--- src/rtl/strap_latch_pkg.sv ---
package strap_latch_pkg;
   typedef enum logic [1:0] {
      SS_OFF  = 2'b00,
      SS_HALF = 2'b01,
      SS_WIDE = 2'b10
   } ss_mode_e;
endpackage

--- src/rtl/tri_level_resolve.sv ---
module tri_level_resolve
   import strap_latch_pkg::*;
#(
   parameter bit BOTH_IS_MID = 1'b1
) (
   input  logic     above,
   input  logic     below,
   output ss_mode_e mode
);
   ss_mode_e conflict_mode;

   generate
      if (BOTH_IS_MID) begin : g_conflict_mid
         assign conflict_mode = SS_OFF;
      end else begin : g_conflict_high
         assign conflict_mode = SS_WIDE;
      end
   endgenerate

   always_comb begin
      unique case ({above, below})
         2'b10:   mode = SS_WIDE;
         2'b01:   mode = SS_HALF;
         2'b11:   mode = conflict_mode;
         default: mode = SS_OFF;
      endcase
   end
endmodule

--- src/rtl/strap_capture.sv ---
module strap_capture
   import strap_latch_pkg::*;
#(
   parameter int OE_DELAY = 1
) (
   input  logic     clk,
   input  logic     rst,
   input  ss_mode_e ss_raw,
   input  logic     xsel_raw,
   output ss_mode_e ss_q,
   output logic     xsel_q,
   output logic     cap_done,
   output logic     drive_en
);
   localparam int CW = (OE_DELAY < 2) ? 1 : $clog2(OE_DELAY + 1);
   localparam logic [CW-1:0] DLY_END = CW'(OE_DELAY);

   initial begin
      if (OE_DELAY < 1) $error("OE_DELAY must be at least 1");
   end

   logic [CW-1:0] dly_cnt;

   always_ff @(posedge clk) begin
      if (rst) begin
         ss_q     <= SS_OFF;
         xsel_q   <= 1'b0;
         cap_done <= 1'b0;
         dly_cnt  <= '0;
      end else if (!cap_done) begin
         ss_q     <= ss_raw;
         xsel_q   <= xsel_raw;
         cap_done <= 1'b1;
      end else if (dly_cnt != DLY_END) begin
         dly_cnt  <= dly_cnt + 1'b1;
      end
   end

   assign drive_en = cap_done && (dly_cnt == DLY_END);

   // no driver enable on the first edge after release
   p_no_drive_at_release_r6: assert property (@(posedge clk) disable iff (rst)
      $past(rst) |-> !drive_en);

   // enable only ever rises after capture has completed
   p_drive_after_cap_r6: assert property (@(posedge clk) disable iff (rst)
      $rose(drive_en) |-> $past(cap_done));

   // captured straps frozen once latched
   p_strap_hold_r9: assert property (@(posedge clk) disable iff (rst)
      $past(cap_done) |-> ($stable(ss_q) && $stable(xsel_q)));
endmodule

--- src/rtl/pin_drive.sv ---
module pin_drive #(
   parameter bit HAS_ALT = 1'b1
) (
   input  logic en,
   input  logic sel_alt,
   input  logic src_main,
   input  logic src_alt,
   output logic pin_out
);
   logic picked;

   generate
      if (HAS_ALT) begin : g_two_src
         assign picked = sel_alt ? src_alt : src_main;
      end else begin : g_one_src
         logic unused_alt;
         assign unused_alt = sel_alt ^ src_alt;
         assign picked     = src_main;
      end
   endgenerate

   assign pin_out = en & picked;
endmodule

--- src/rtl/strap_latch_ctrl.sv ---
module strap_latch_ctrl
   import strap_latch_pkg::*;
#(
   parameter int OE_DELAY    = 1,
   parameter bit BOTH_IS_MID = 1'b1
) (
   input  logic       clk,
   input  logic       rst,
   input  logic       ss_above,
   input  logic       ss_below,
   input  logic       xsel_in,
   input  logic       clk_24m,
   input  logic       clk_27m,
   input  logic       clk_xtal,
   output logic       pin_a_oe,
   output logic       pin_a_out,
   output logic       pin_b_oe,
   output logic       pin_b_out,
   output logic [1:0] ss_mode,
   output logic       xtal_14m,
   output logic       ss_active
);
   ss_mode_e raw_mode;
   ss_mode_e held_mode;
   logic     cap_done;
   logic     drive_en;

   tri_level_resolve #(.BOTH_IS_MID(BOTH_IS_MID)) u_resolve (
      .above (ss_above),
      .below (ss_below),
      .mode  (raw_mode)
   );

   strap_capture #(.OE_DELAY(OE_DELAY)) u_capture (
      .clk      (clk),
      .rst      (rst),
      .ss_raw   (raw_mode),
      .xsel_raw (xsel_in),
      .ss_q     (held_mode),
      .xsel_q   (xtal_14m),
      .cap_done (cap_done),
      .drive_en (drive_en)
   );

   pin_drive #(.HAS_ALT(1'b0)) u_pin_a (
      .en       (drive_en),
      .sel_alt  (1'b0),
      .src_main (clk_24m),
      .src_alt  (1'b0),
      .pin_out  (pin_a_out)
   );

   pin_drive #(.HAS_ALT(1'b1)) u_pin_b (
      .en       (drive_en),
      .sel_alt  (xtal_14m),
      .src_main (clk_27m),
      .src_alt  (clk_xtal),
      .pin_out  (pin_b_out)
   );

   assign pin_a_oe  = drive_en;
   assign pin_b_oe  = drive_en;
   assign ss_mode   = held_mode;
   assign ss_active = (held_mode != SS_OFF) && !xtal_14m;

   // modulation flag never set in pass-through mode
   p_flag_not_passthru_r10: assert property (@(posedge clk) disable iff (rst)
      ss_active |-> (!xtal_14m && cap_done));

   // crystal-select pin silent while its driver is off
   p_pin_b_quiet_r8: assert property (@(posedge clk) disable iff (rst)
      !pin_b_oe |-> !pin_b_out);

   // spread pin silent while its driver is off
   p_pin_a_quiet_r7: assert property (@(posedge clk) disable iff (rst)
      !pin_a_oe |-> !pin_a_out);
endmodule

--- config.mk ---
export PLATFORM = sky130hd
export DESIGN_NAME = strap_latch_ctrl
export DESIGN_NICKNAME = d
export VERILOG_FILES = /design/src/rtl/strap_latch_pkg.sv /design/src/rtl/tri_level_resolve.sv /design/src/rtl/strap_capture.sv /design/src/rtl/pin_drive.sv /design/src/rtl/strap_latch_ctrl.sv
export SDC_FILE = /design/constraint.sdc
export NUM_CORES = 1
export LEC_CHECK = 0
export BUFFER_PORTS_ARGS = -buffer_cell sky130_fd_sc_hd__clkbuf_2
export CORE_AREA = 4 4 41 43
export DETAILED_ROUTE_END_ITERATION = 7
export DIE_AREA = 0 0 45 47
export PLACE_DENSITY = 0.41
export SLEW_MARGIN = 20
export SYNTH_ARGS = -nofsm -noshare
export SYNTH_HDL_FRONTEND = slang
export SYNTH_HIERARCHICAL = 1
export SYNTH_SLANG_ARGS = --single-unit
--- constraint.sdc ---
create_clock -name clk -period 0.81 [get_ports clk]
set_input_delay 0.081 -clock clk [delete_from_list [all_inputs] [get_ports clk]]
set_output_delay 0.081 -clock clk [all_outputs]
set_load 0.02 [all_outputs]
==> flow_summary.json <==
{
  "hold_depth": 2,
  "syn-cell-area_um2": 220,
  "htree_num_levels": 1,
  "crit_family": "flip-flops",
  "clkLatencyLatePin_ns": 0.24,
  "diodes": 0,
  "rows": 13,
  "maxSlewViolCount": 0,
  "place_area_um2": 333,
  "synthCells": 23,
  "max_cap_viol_count": 0,
  "rsz0062_at_grt": "true",
  "critPathLaunchType": "flop",
  "path_cells": "mux2i_2, nor2b_4, buf_8",
  "setup_violations": 7,
  "start_util": 0.169,
  "grt_pass1_vias": 266,
  "cts_buffer_depth": 2,
  "crit_type": "reg -> out",
  "required_ns": 0.73,
  "fin_ws_ns": -0.297,
  "power_density_nw_per_um2": 1530,
  "worst-path-max-fanout": 3,
  "relSlewSlack": 0.859,
  "drt-pass1-iter-count": 1,
  "min_period_ns": 1.11,
  "wire_per_inst_um": 9.92,
  "tightest_slew_ns": 0.207,
  "core_area_um2": 1300,
  "timing.final.crit_share": 1.37,
  "viasPerCell": 3.81,
  "slowest_stage": "dfxtp_2",
  "status": "finished, violations left",
  "min_path_type": "in -> reg",
  "p_leak_nw": 0.235,
  "area_delta_synth_final_pct": 115,
  "grt_max_degree": 6,
  "violations": "negative setup slack",
  "cts_buffers": 3,
  "peakVddDrop_mv": 0.961,
  "synth_warnings": 6,
  "portBuffers": 15,
  "tns_ns": -1.33,
  "tritoncts": "yes",
  "postCtsHoldBufs": 0,
  "max_stage_delay_ns": 0.34,
  "vias": 225,
  "r2r_cells": 4,
  "drt_iter0_markers": 0,
  "cts-root-buf": "clkbuf_4",
  "grt_antenna_before_repair": 0,
  "worstPathArrival_ns": 1.03,
  "layout-drive-gt1-share": 0.750,
  "filler_cell_count": 145,
  "grt_usage": 0.0727,
  "die_area_um2": 2120,
  "cp.depth": 3,
  "place.gp.congestion": 0.671,
  "drt-total-wl_um": 585,
  "die_w_um": 45,
  "max_freq_mhz": 903,
  "die_h_um": 47,
  "nets": 53,
  "clock-sinks": 5,
  "final_cell_area_um2": 473,
  "ant_nets": 0,
  "drc": 0,
  "end_kind": "output pin",
  "synth.avg_cell_area_um2": 9.57,
  "finalClockSkew_ns": 0.00469,
  "path_clk_slew_ns": 0.05,
  "path_buf_inv": 1,
  "grt_pass1_wl_mm": 1.06,
  "synth.net_count": 31,
  "finalHoldViolCount": 0,
  "gr-total-overflow": 0,
  "ios": 16
}
[final timing paths]
path,startpoint,slack (ns),to
setup reg to reg,u_capture/xsel_q,-0.06,u_capture/xsel_q
hold / removal,rst,0.05,u_capture/cap_done
setup / recovery,u_capture/xsel_q,-0.30,pin_b_out
hold reg to reg,u_capture/dly_cnt,0.45,u_capture/dly_cnt
[repair_timing]
item	CTS	global route
resized for setup	21	10
setup endpoints to repair	8	11
pin swaps	0	1
endpoints found under the hold margin	0	0
buffers inserted	1	1
[sequential cells by signal (all words and copies together) (netlist names)]
register	cells
u_capture/dly_cnt	1
u_capture/ss_q	2
u_capture/cap_done	1
u_capture/xsel_q	1
[cell type report]
class                   instances  area, um2  area share
clock buffers                   3       22.5      0.0476
repair buffers                 19        195       0.413
well taps                      15       18.8      0.0397
multi-input cells              15        119       0.251
clock inverters                 1       5.00      0.0106
flip-flops and latches          5        109       0.230
inverters                       1       3.75     0.00794
[placed cells by master, fill, tap and decap left out, drive strengths merged]
| cell type | count |
|---|---|
| and2 | 2 |
| and2b | 1 |
| buf | 11 |
| clkbuf | 11 |
| clkinv | 1 |
| dfxtp | 5 |
| inv | 1 |
| mux2i | 4 |
| nor2 | 5 |
| nor2b | 2 |
| o21ba | 1 |
[where the power goes]
group          total, mW  switching, mW  internal (mW)
logic              0.176         0.0691          0.107
registers          0.272         0.0108          0.261
clock network      0.276         0.0981          0.178
[per-layer routing]
metal | global-route usage | vias up | part of all wire
met4 | 0.0702 | 0 | 0
met5 | 0 | - | 0
met2 | 0.127 | 9 | 0.57
met1 | 0.0661 | 102 | 0.35
li1 | - | 114 | -
met3 | 0.0230 | 0 | 0.075
[per-stage QoR]
stage / hold WS, ns / setup slack, ns / utilization / std cells / total power, mW
finish: 0.0535 / -0.297 / 0.363 / 59 / 0.724
global route: 0.0651 / -0.362 / 0.363 / 59 / 0.781
CTS: 0.0491 / -0.320 / 0.343 / 58 / 0.727
detailed placement: 0.298 / -0.0533 / 0.256 / 53 / 0.396
global placement: 0.289 / -0.0496 / 0.256 / 53 / 0.394
floorplan: 0.138 / -0.0928 / - / 23 / 0.353
[worst reg2reg max path: stages, from the launching register on]
cell	delay (ns)
dfxtp_2	0.33
buf_4	0.13
buf_6	0.11
mux2i_1	0.14
nor2_1	0.06
No activity file was read; power rests on OpenSTA's default activity.
